===== config.mk =====
export PLATFORM = sky130hd
export DESIGN_NAME = cap_cmp_timer
export DESIGN_NICKNAME = d
export VERILOG_FILES = /design/src/rtl/cct_pkg.sv /design/src/rtl/cct_regs.sv /design/src/rtl/cct_counter.sv /design/src/rtl/cct_capture.sv /design/src/rtl/cct_irq.sv /design/src/rtl/cap_cmp_timer.sv
export SDC_FILE = /design/constraint.sdc
export NUM_CORES = 1
export LEC_CHECK = 0
export BUFFER_PORTS_ARGS = -buffer_cell sky130_fd_sc_hd__clkbuf_2
export CORE_MARGIN = 4
export CORE_UTILIZATION = 50
export DETAILED_ROUTE_END_ITERATION = 8
export PLACE_DENSITY = 0.8
export SKIP_CTS_REPAIR_TIMING = 1
export SLEW_MARGIN = 5
export SYNTH_ARGS = -nofsm -noshare
export SYNTH_HDL_FRONTEND = slang
export SYNTH_SLANG_ARGS = --single-unit
export TNS_END_PERCENT = 50

===== constraint.sdc =====
create_clock -name clk -period 3.7 [get_ports clk]
set_input_delay 0.555 -clock clk [delete_from_list [all_inputs] [get_ports clk]]
set_output_delay 0.555 -clock clk [all_outputs]
set_load 0.05 [all_outputs]

===== src/rtl/cct_pkg.sv =====
// Package: shared constants and the control register layout for the
// capture/compare timer. Assumes a 2-bit register address.
package cct_pkg;

    localparam int ADDR_W = 2;

    localparam logic [ADDR_W-1:0] A_COUNT  = 2'd0;
    localparam logic [ADDR_W-1:0] A_PERIOD = 2'd1;
    localparam logic [ADDR_W-1:0] A_CAPCMP = 2'd2;
    localparam logic [ADDR_W-1:0] A_CTRL   = 2'd3;

    // Control register; run enable sits in bit 0, width select in bit 4.
    typedef struct packed {
        logic tc_full;     // bit 4: full-cycle terminal count
        logic cap_irq_en;  // bit 3: interrupt on capture
        logic cmp_lt;      // bit 2: strict less-than compare
        logic irq_cmp;     // bit 1: interrupt source is compare
        logic en;          // bit 0: run
    } ctrl_t;

    localparam int CTRL_W = $bits(ctrl_t);

endpackage


===== src/rtl/cct_regs.sv =====
// Register file: holds period and control, decodes write strobes for the
// count loader and capture/compare register, raises the software capture
// request, and muxes read data. Assumes W >= CTRL_W.
module cct_regs
    import cct_pkg::*;
#(
    parameter int W = 8
) (
    input  logic              clk,
    input  logic              rst_n,
    input  logic              wr_en,
    input  logic              rd_en,
    input  logic [ADDR_W-1:0] addr,
    input  logic [W-1:0]      wdata,
    input  logic [W-1:0]      count,
    input  logic [W-1:0]      capcmp,
    output ctrl_t             ctrl,
    output logic [W-1:0]      period,
    output logic              ld_count,
    output logic              wr_capcmp,
    output logic              sw_cap,
    output logic [W-1:0]      rdata
);

    localparam int PAD_W = W - CTRL_W;

    // Period register: written from the bus at address 1.
    always_ff @(posedge clk) begin
        if (!rst_n)
            period <= '0;
        else if (wr_en && addr == A_PERIOD)
            period <= wdata;
    end

    // Control register: low bits of the bus at address 3.
    always_ff @(posedge clk) begin
        if (!rst_n)
            ctrl <= '0;
        else if (wr_en && addr == A_CTRL)
            ctrl <= ctrl_t'(wdata[CTRL_W-1:0]);
    end

    // Strobes: count load on stopped period write, capcmp write, sw capture.
    always_comb begin
        ld_count  = wr_en && (addr == A_PERIOD) && !ctrl.en;
        wr_capcmp = wr_en && (addr == A_CAPCMP);
        sw_cap    = rd_en && (addr == A_COUNT) && ctrl.en;
    end

    // Read data mux.
    always_comb begin
        case (addr)
            A_COUNT:  rdata = count;
            A_PERIOD: rdata = period;
            A_CAPCMP: rdata = capcmp;
            default:  rdata = {{PAD_W{1'b0}}, ctrl};
        endcase
    end

endmodule


===== src/rtl/cct_counter.sv =====
// Down counter with reload from the period register at zero. Loads the
// period directly when the period is written while stopped.
module cct_counter #(
    parameter int W = 8
) (
    input  logic         clk,
    input  logic         rst_n,
    input  logic         en,
    input  logic         ld,
    input  logic [W-1:0] ld_val,
    input  logic [W-1:0] period,
    output logic [W-1:0] count,
    output logic         tc_state
);

    localparam logic [W-1:0] ZERO = '0;
    localparam logic [W-1:0] ONE  = W'(1);

    // Count register: load, reload at zero, or decrement.
    always_ff @(posedge clk) begin
        if (!rst_n)
            count <= '0;
        else if (ld)
            count <= ld_val;
        else if (en)
            count <= (count == ZERO) ? period : count - ONE;
    end

    // Terminal count state: running and at zero.
    assign tc_state = en && (count == ZERO);


    reload_chk: assert property (@(posedge clk) disable iff (!rst_n)
        (en && count == ZERO) |=> (count == $past(period)));


    decr_chk: assert property (@(posedge clk) disable iff (!rst_n)
        (en && count != ZERO) |=> (count == $past(count) - ONE));


    hold_chk: assert property (@(posedge clk) disable iff (!rst_n)
        (!en && !ld) |=> $stable(count));

endmodule


===== src/rtl/cct_capture.sv =====
// Capture path: merges hardware and software requests ahead of a single
// rising-edge detector, latches the count into the shared capture/compare
// register, and raises a one-cycle capture interrupt. Bus writes to the
// register are accepted only while stopped.
module cct_capture #(
    parameter int W = 8
) (
    input  logic         clk,
    input  logic         rst_n,
    input  logic         en,
    input  logic         hw_req,
    input  logic         sw_req,
    input  logic         cap_irq_en,
    input  logic         wr_capcmp,
    input  logic [W-1:0] wdata,
    input  logic [W-1:0] count,
    output logic [W-1:0] capcmp,
    output logic         cap_irq
);

    logic req;
    logic req_d;
    logic cap_evt;

    // Merged request and its edge.
    always_comb begin
        req     = hw_req | sw_req;
        cap_evt = req & ~req_d;
    end

    // Edge detector history.
    always_ff @(posedge clk) begin
        if (!rst_n)
            req_d <= 1'b0;
        else
            req_d <= req;
    end

    // Shared register: capture wins over a bus write.
    always_ff @(posedge clk) begin
        if (!rst_n)
            capcmp <= '0;
        else if (cap_evt)
            capcmp <= count;
        else if (wr_capcmp && !en)
            capcmp <= wdata;
    end

    // Capture interrupt, aligned with the latched value.
    always_ff @(posedge clk) begin
        if (!rst_n)
            cap_irq <= 1'b0;
        else
            cap_irq <= cap_evt & cap_irq_en;
    end


    cap_load_chk: assert property (@(posedge clk) disable iff (!rst_n)
        (req && !req_d) |=> (capcmp == $past(count)));


    no_recap_chk: assert property (@(posedge clk) disable iff (!rst_n)
        (req_d && en) |=> $stable(capcmp));


    locked_chk: assert property (@(posedge clk) disable iff (!rst_n)
        (en && wr_capcmp && !(req && !req_d)) |=> $stable(capcmp));


    cap_irq_chk: assert property (@(posedge clk) disable iff (!rst_n)
        (cap_irq_en && req && !req_d) |=> cap_irq);

endmodule


===== src/rtl/cct_irq.sv =====
// Output stage: compare, terminal-count pulse width, and interrupt source
// selection. Half-width terminal count is gated by the low clock phase.
module cct_irq #(
    parameter int W = 8
) (
    input  logic         clk,
    input  logic         rst_n,
    input  logic         en,
    input  logic [W-1:0] count,
    input  logic [W-1:0] capcmp,
    input  logic         cmp_lt,
    input  logic         irq_cmp,
    input  logic         tc_full,
    input  logic         tc_state,
    input  logic         cap_irq,
    output logic         tc_out,
    output logic         cmp_out,
    output logic         irq_out
);

    logic tc_d;
    logic cmp_d;
    logic phase_ok;
    logic tc_rise;
    logic cmp_rise;

    // Compare result, forced low while stopped.
    always_comb begin
        if (!en)
            cmp_out = 1'b0;
        else if (cmp_lt)
            cmp_out = count < capcmp;
        else
            cmp_out = count <= capcmp;
    end

    // Previous-cycle history for edge detection.
    always_ff @(posedge clk) begin
        if (!rst_n) begin
            tc_d  <= 1'b0;
            cmp_d <= 1'b0;
        end else begin
            tc_d  <= tc_state;
            cmp_d <= cmp_out;
        end
    end

    // Pulse shaping and interrupt selection.
    always_comb begin
        phase_ok = tc_full | ~clk;
        tc_out   = tc_state & phase_ok;
        tc_rise  = tc_state & ~tc_d & phase_ok;
        cmp_rise = cmp_out & ~cmp_d;
        irq_out  = (irq_cmp ? cmp_rise : tc_rise) | cap_irq;
    end


    cmp_edge_chk: assert property (@(posedge clk) disable iff (!rst_n)
        (irq_cmp && !cap_irq && irq_out) |-> !$past(cmp_out));


    stop_cmp_chk: assert property (@(posedge clk) disable iff (!rst_n)
        $fell(en) |-> !cmp_out);

endmodule


===== src/rtl/cap_cmp_timer.sv =====
// Top: byte-wide down-counting timer with capture and compare sharing one
// register. Assumes cap_in is synchronous to clk.
module cap_cmp_timer
    import cct_pkg::*;
#(
    parameter int W = 8
) (
    input  logic              clk,
    input  logic              rst_n,
    input  logic              wr_en,
    input  logic              rd_en,
    input  logic [ADDR_W-1:0] addr,
    input  logic [W-1:0]      wdata,
    input  logic              cap_in,
    output logic [W-1:0]      rdata,
    output logic              tc_out,
    output logic              cmp_out,
    output logic              irq_out
);

    ctrl_t        ctrl;
    logic [W-1:0] period;
    logic [W-1:0] count;
    logic [W-1:0] capcmp;
    logic         ld_count;
    logic         wr_capcmp;
    logic         sw_cap;
    logic         tc_state;
    logic         cap_irq;

    cct_regs #(.W(W)) u_regs (
        .clk(clk), .rst_n(rst_n), .wr_en(wr_en), .rd_en(rd_en),
        .addr(addr), .wdata(wdata), .count(count), .capcmp(capcmp),
        .ctrl(ctrl), .period(period), .ld_count(ld_count),
        .wr_capcmp(wr_capcmp), .sw_cap(sw_cap), .rdata(rdata)
    );

    cct_counter #(.W(W)) u_counter (
        .clk(clk), .rst_n(rst_n), .en(ctrl.en), .ld(ld_count),
        .ld_val(wdata), .period(period), .count(count),
        .tc_state(tc_state)
    );

    cct_capture #(.W(W)) u_capture (
        .clk(clk), .rst_n(rst_n), .en(ctrl.en), .hw_req(cap_in),
        .sw_req(sw_cap), .cap_irq_en(ctrl.cap_irq_en),
        .wr_capcmp(wr_capcmp), .wdata(wdata), .count(count),
        .capcmp(capcmp), .cap_irq(cap_irq)
    );

    cct_irq #(.W(W)) u_irq (
        .clk(clk), .rst_n(rst_n), .en(ctrl.en), .count(count),
        .capcmp(capcmp), .cmp_lt(ctrl.cmp_lt), .irq_cmp(ctrl.irq_cmp),
        .tc_full(ctrl.tc_full), .tc_state(tc_state), .cap_irq(cap_irq),
        .tc_out(tc_out), .cmp_out(cmp_out), .irq_out(irq_out)
    );


    rst_quiet_chk: assert property (@(posedge clk)
        !$past(rst_n) |-> (count == '0 && !irq_out));

endmodule


Yosys cells after proc, flatten, opt, wreduce, memory -nomap -nowiden
Cells that the tools add are included.
Word-level totals
  bits in registers: 33
  latch bits: 0
  memory bits (writable): 0
  ROM bits: 0
  bits of input ports: 15
  word-level logic and storage cells: 53
  memories: 0
Operators by class
  add/subtract/negate cells: 1
  $mul: 0
  divide/modulo/power cells: 0
  $lt $le $gt $ge: 2
  equal/unequal tests: 3
  shifts and indexed selects: 0
  muxes and demuxes: 9
  bitwise gates (word level): 13
  reduce and logical (&&, ||, !) cells: 13
Operators with widths (count)
  $mux W8: 5
  $pmux W8 S3: 1
  $le A8 B8 Y1: 1
  $logic_and A1 B1 Y1: 8
  $logic_not A8 Y1: 1
  $lt A8 B8 Y1: 1
  $sub A8 B1 Y8 const B: 1
  $and A1 B1 Y1: 6
  $eq A2 B2 Y1 const B: 2
  $not A1 Y1: 4
  $reduce_bool A2 Y1: 2
  $mux W1: 3
  $or A1 B1 Y1: 3
  $eq A2 B1 Y1 const B: 1
  $logic_not A2 Y1: 1
  $logic_not A1 Y1: 1

Logic depth before layout (Yosys ltp)
Gate-level depths: netlist of run 1.
  depth after elaboration: 6
  depth in mapped cells: 7
  depth with buffers taken out: 6

Modules after synthesis
A second synthesis of run 1 with hierarchy kept.
Unflattened totals
  cell total of the unflattened synthesis: 236
  area total of the unflattened synthesis: 2094.5 um2
Modules (own cells, without submodules)
  cct_regs: instances 1, cells an instance 69, area an instance 750.7 um2, seq. area each 260.2 um2
  cct_counter: instances 1, cells an instance 73, area an instance 588.1 um2, seq. area each 160.2 um2
  cct_capture: instances 1, cells an instance 52, area an instance 432.9 um2, seq. area each 200.2 um2
  cct_irq: instances 1, cells an instance 42, area an instance 322.8 um2, seq. area each 40.0 um2

==> metrics, run 1 <==
Rows 22; placed cells 288; Area Overhead vs Synth 17.66%; gr usage total 24.20%; CP Class clk -> out; complex-gate fraction of the synthesized area 24.80%; largest family of logic cells by synthesized area compound AO/OA/AOI/OAI gates; fin. max-slew vios 0; Initial DRC Count 175; Vias/cell 6.315; DP Wirelength 3.532 mm; die height 71.77 um; first-pass GRT wire length 9.301 mm; power density over the cells 505.4 mW/mm^2; P_leak 1.050 nW; Synth async-reset ratio 0%; Max Cap Viol 0; switching power share of the total 31.25%; Peak VDD IR 0.0003771 V; # nets final 280; Yosys top cell by area dfxtp_1; Seq cells post-synth 33; final wirelength 5.604 mm; design area 0.002392 mm^2; Critical-path top delay cell buf_6; Primary FF master, synth dfxtp_1; CP Buf/Inv Count 7; Post-Synth Adder-Cell Area 6.154%; antenna-violating nets left 0; Pint 0.0008313 W; via count 1926; Mapped Cells 231; worst-path cell chain clkbuf_8 -> clkbuf_8 -> clkbuf_8 -> clkbuf_8 -> clkbuf_8 -> nand2b_4 -> clkbuf_8 -> a41oi_2 -> o21ai_2 -> buf_6; CTS clock-pin slew for the worst setup and hold paths 0.07 ns; sequential fraction of the synthesis area 32.49%; Mapped Nets 256; Setup violations, final 0; Starting Density 53.52%; grt ovf 0; Slew @ Worst Pin 1.023 ns; setup TNS 0 ns; simple-gate share of the synthesized area 19.88%; Ports 26; number of synthesized flops with an enable pin 0; placed instance area 0.002150 mm^2; Final Hold Fails 0; relative slew slack 31.73%; Max Clock Skew 0.005427 ns; Top delay family on crit path buffers and inverters; unrepaired setup endpoints after global routing false; cell with the most instances after synthesis dfxtp_1; largest net degree at the start of global routing 29; crit end category output port; final setup margin 0.05442 ns; Clk pwr share 48.0%; number of global-route vias before repair 1958; Die ar. 0.005151 mm^2; initial antenna violation count 0; most frequent cells after synthesis 33 x dfxtp_1, 31 x nand2_1, 21 x a21oi_1; top cells by area, synth dfxtp_1 32%, ha_1 6.2%, nand2_1 5.7%; Psw 0.0003779 W; Post-route DRC 0; synth unique cells 54; post-synthesis mux area share 9.969%; Largest stage delay, worst path 0.18 ns; TritonCTS clock tree done; fin cells 305; gpl congestion 0.8390; # diodes 0; crit-path max FO 2; share of cells above drive strength 1 23.35%; XOR/XNOR Fraction of Synth Area 0.4308%; Syn Std Cell Area 0.002033 mm^2; run status finished clean; synthesized area per cell 8.802 um^2; clk_lat worst skew 0.40 ns; Hold WC Path Type in -> reg; core area 0.003799 mm^2; Die W 71.77 um; CP required 3.14 ns; top-area cell type share of the netlist area 32.49%; Critical Path AT 3.09 ns; Place WS 0.7318 ns; most frequent CP cell clkbuf_8; IO buf count 25; Comb power frac 19.2%; yosys warns 0; DR pass1 iterations 5; crit path launch type clock port; drt wl/cell 18.37 um; Sequential Power Share 32.9%
power by group through the flow:
stage | combinational [W] | clock [W] | sequential (W)
CTS | 0.000228 | 0.000602 | 0.000396
global route | 0.000254 | 0.000616 | 0.000400
floorplan | 0.000187 | 0.0000109 | 0.000392
global placement | 0.000220 | 0.0000118 | 0.000403
detailed placement | 0.000223 | 0.0000118 | 0.000404
finish | 0.000232 | 0.000580 | 0.000397
cells in the final DEF (no fill, tap or decap), types with 3 or more instances in the layout:
| cell type | count |
|---|---|
| a21oi_1 | 21 |
| a221oi_1 | 3 |
| and3_1 | 3 |
| clkbuf_2 | 23 |
| clkbuf_8 | 15 |
| dfxtp_1 | 33 |
| ha_1 | 10 |
| inv_1 | 10 |
| mux2i_1 | 9 |
| mux4_2 | 5 |
| nand2_1 | 31 |
| nand2b_1 | 3 |
| nand3b_1 | 3 |
| nor2_1 | 12 |
| nor2b_1 | 3 |
| o211a_1 | 7 |
| o211ai_1 | 9 |
| o21ai_0 | 5 |
| o21ai_1 | 5 |
per-stage QoR:
step | utilization, % | hold slack (ns) | total power (W)
after detailed placement | 56.59 | 0.4662 | 0.0006388
final | 62.98 | 0.3991 | 0.001209
after global placement | 56.59 | 0.4554 | 0.0006347
after global routing | 62.98 | 0.4357 | 0.001271
after floorplan | - | 0.4192 | 0.0005901
after CTS | 62.62 | 0.3903 | 0.001226
routing by layer:
metal	global-route usage (%)	wire length (um)	vias up
met2	36.73	2518	100
li1	-	-	902
met3	9.257	559	17
met5	0	0	-
met1	29.05	2377	907
met4	13.99	148	0
worst register-to-register path, cell delays in order, from the launching register on:
cell and delay (ns):
dfxtp_1 0.64, and4bb_2 0.45, o21bai_2 0.60, o211ai_1 0.19, o211a_1 0.19
final cells by class:
cell class                 instances  area (um^2)
multi-input combinational        170         1270
fill                             323         1406
clock inverter                     1        5.005
sequential                        33        660.6
timing repair buffer              25        130.1
tap                               48        60.06
clock buffer                      18        229.0
inverter                          10        37.54
path summary, 6_finish.rpt:
path | from | cells past startpoint | slack (ns) | end
min reg2reg | u_regs.period[0]$_SDFFE_PN0P_ | 2 | 0.48 | u_regs.period[0]$_SDFFE_PN0P_
max reg2reg | u_regs.ctrl[0]$_SDFFE_PN0P_ | 4 | 1.53 | u_capture.capcmp[1]$_SDFFE_PN0P_
min | cap_in | 3 | 0.40 | u_capture.req_d$_SDFF_PN0_
max | clk | 10 | 0.05 | irq_out
kinds of logic after synthesis:
| kind of cell | count (synthesis) |
|---|---|
| simple gates | 75 |
| compound gates | 70 |
| flops | 33 |
| buf+inv | 28 |
| mux | 14 |
| fa+ha+maj | 10 |
| xor+xnor | 1 |
flip-flops by register name (all words and copies together) (netlist names):
name	cells
u_regs.ctrl	5
u_irq.tc_d	1
u_capture.capcmp	8
u_capture.req_d	1
u_irq.cmp_d	1
u_capture.cap_irq	1
u_counter.count	8
u_regs.period	8
Power figures use the tool's default switching activity.
==> run 2: changes to the inputs <==
- ABC_AREA: default -> 1
==> run 2 against run 1 <==
  * Cell count is 30% higher
  * Non-clock buffer count decreased by 1
  * Sequential share of layout area increased by 0.41 points
  * Highest routed layer unchanged
  * Wire length is 0.34% lower
  * Total power down 12%
  * Critical endpoint unchanged
  * Worst setup slack better by 0.44 ns
  * Sequential cell count unchanged
==> metrics, run 2 <==
run status finished clean (unchanged); Peak VDD IR 0.0003138 V (was 0.0003771 V); top-area cell type share of the netlist area 32.08% (was 32.49%); Ports 26 (unchanged); via count 2160 (was 1926); most frequent cells after synthesis 86 x nand2_1, 40 x inv_1, 38 x a21oi_1 (was 33 x dfxtp_1, 31 x nand2_1, 21 x a21oi_1); DP Wirelength 3.958 mm (was 3.532 mm); Vias/cell 5.455 (was 6.315); yosys warns 0 (unchanged); Rows 23 (was 22); Mapped Cells 315 (was 231); largest net degree at the start of global routing 30 (was 29); IO buf count 25 (unchanged); number of global-route vias before repair 2069 (was 1958); crit-path max FO 2 (unchanged); number of synthesized flops with an enable pin 0 (unchanged); Die ar. 0.005210 mm^2 (was 0.005151 mm^2); TritonCTS clock tree done (unchanged); Hold WC Path Type in -> reg (unchanged); # nets final 369 (was 280); DR pass1 iterations 4 (was 5); core area 0.004000 mm^2 (was 0.003799 mm^2); unrepaired setup endpoints after global routing false (unchanged); relative slew slack 31.48% (was 31.73%); clk_lat worst skew 0.40 ns (about the same); Post-route DRC 0 (unchanged); largest registers u_capture.capcmp (8), u_counter.count (8), u_regs.period (8) (unchanged); Seq cells post-synth 33 (unchanged); P_leak 1.092 nW (was 1.050 nW); grt ovf 0 (unchanged); # diodes 0 (unchanged); crit path launch type clock port (unchanged); CP required 3.14 ns (about the same); Synth async-reset ratio 0% (unchanged); die height 72.18 um (was 71.77 um); fin. max-slew vios 0 (unchanged); Die W 72.18 um (was 71.77 um); Place WS 0.7745 ns (was 0.7318 ns); cell with the most instances after synthesis nand2_1 (was dfxtp_1); Worst Hold Slack 0.4260 ns (was 0.3991 ns); final setup margin 0.4896 ns (was 0.05442 ns); gpl congestion 0.8832 (was 0.8390); drt wl/cell 14.10 um (was 18.37 um); fill count 394 (was 323); final wirelength 5.585 mm (was 5.604 mm); Primary FF master, synth dfxtp_1 (unchanged); placed instance area 0.002212 mm^2 (was 0.002150 mm^2); met3 wire len 364 um (was 559 um); share of cells above drive strength 1 16.18% (was 23.35%); Starting Density 51.49% (was 53.52%); Final Hold Fails 0 (unchanged); Mapped Nets 340 (was 256); CTS clock-pin slew for the worst setup and hold paths 0.06 ns (was 0.07 ns); wl on met1 2.335 mm (was 2.377 mm); Syn Std Cell Area 0.002059 mm^2 (was 0.002033 mm^2); first-pass GRT wire length 9.453 mm (was 9.301 mm); Initial DRC Count 128 (was 175); sequential fraction of the synthesis area 32.08% (was 32.49%); antenna-violating nets left 0 (unchanged); Setup violations, final 0 (unchanged); Yosys top cell by area dfxtp_1 (unchanged); Max Cap Viol 0 (unchanged); synth unique cells 33 (was 54); Area Overhead vs Synth 14.46% (was 17.66%); Critical Path AT 2.66 ns (was 3.09 ns); synthesized area per cell 6.538 um^2 (was 8.802 um^2); crit end category output port (unchanged); Slew @ Worst Pin 1.027 ns (was 1.023 ns); gr usage total 23.87% (was 24.20%); DR top layer met4 (unchanged); Max Clock Skew 0.005944 ns (was 0.005427 ns); met2 WL post-DR 2.705 mm (was 2.518 mm); top cells by area, synth dfxtp_1 32%, nand2_1 16%, a21oi_1 9.2% (was dfxtp_1 32%, ha_1 6.2%, nand2_1 5.7%); design area 0.002357 mm^2 (was 0.002392 mm^2); commonest non-fill, non-tap cell in the layout nand2_1 (was dfxtp_1); initial antenna violation count 0 (unchanged); setup TNS 0 ns (unchanged); power density over the cells 449.7 mW/mm^2 (was 505.4 mW/mm^2); most frequent cells in the layout 86 x nand2_1, 40 x inv_1, 38 x a21oi_1 (was 33 x dfxtp_1, 31 x nand2_1, 23 x clkbuf_2); CP Class clk -> out (unchanged)
## run 2: changes by cell type after synthesis, sizes merged, moves of 9 or more
cell	before	now
nor2	13	28
a21oi	21	39
inv	10	42
mux2i	9	0
nand2	31	90
nand3	2	20
## run 2: layer usage
layer / vias up / GRT usage [%]
li1: 1089 / -
met1: 982 / 27.65
met2: 72 / 38.83
met3: 17 / 6.925
met4: 0 / 14.20
met5: - / 0
## run 2: area by class of cell
cell class / instances / area, um^2 / area share [%]
clock buffer: 12 / 137.6 / 5.839
clock inverter: 4 / 21.27 / 0.9023
inverter: 42 / 160.2 / 6.794
multi-input combinational: 231 / 1192 / 50.58
sequential: 33 / 660.6 / 28.03
tap: 50 / 62.56 / 2.654
timing repair buffer: 24 / 122.6 / 5.202
## run 2: logic make-up after synthesis
logic type / Yosys count / share of synthesized area [%]
and+or+nand+nor: 152 / 33.17
AOI/OAI and AO/OA: 67 / 17.80
DFF: 33 / 32.08
xor gates and xnor gates: 2 / 0.8507
buffers and inverters: 51 / 10.02
adders and majority gates: 10 / 6.075
## run 2: report_power, final
part / total [W] / switching, W / internal, W
Combinational: 0.000257 / 0.000174 / 0.0000832
Clock: 0.000405 / 0.000175 / 0.000230
Sequential: 0.000398 / 0.0000215 / 0.000377
Total: 0.00106 / 0.000370 / 0.000690
## run 2: worst max-delay path, stage by stage
cell	delay (ns)
clkbuf_8	0.11
clkbuf_8	0.12
nand2_1	0.05
nand4_1	0.09
nand2_1	0.07
inv_1	0.03
nand2_1	0.05
clkbuf_2	0.27
## run 2: worst paths after layout
path	from	to	slack [ns]	cells past startpoint
max	clk	irq_out	0.49	8
min	rst_n	u_regs.ctrl[4]$_SDFFE_PN0P_	0.43	3
max reg2reg	u_counter.count[0]$_SDFFE_PN0P_	u_counter.count[7]$_SDFFE_PN0P_	2.01	11
min reg2reg	u_regs.period[5]$_SDFFE_PN0P_	u_regs.period[5]$_SDFFE_PN0P_	0.47	2
## run 2: metrics by stage
step	total power [W]	std cells	utilization [%]
final	0.001060	396	58.93
after global routing	0.001129	396	58.93
after floorplan	0.0006076	315	-
after global placement	0.0006643	383	55.30
after CTS	0.001065	396	58.93
after detailed placement	0.0006711	383	55.30
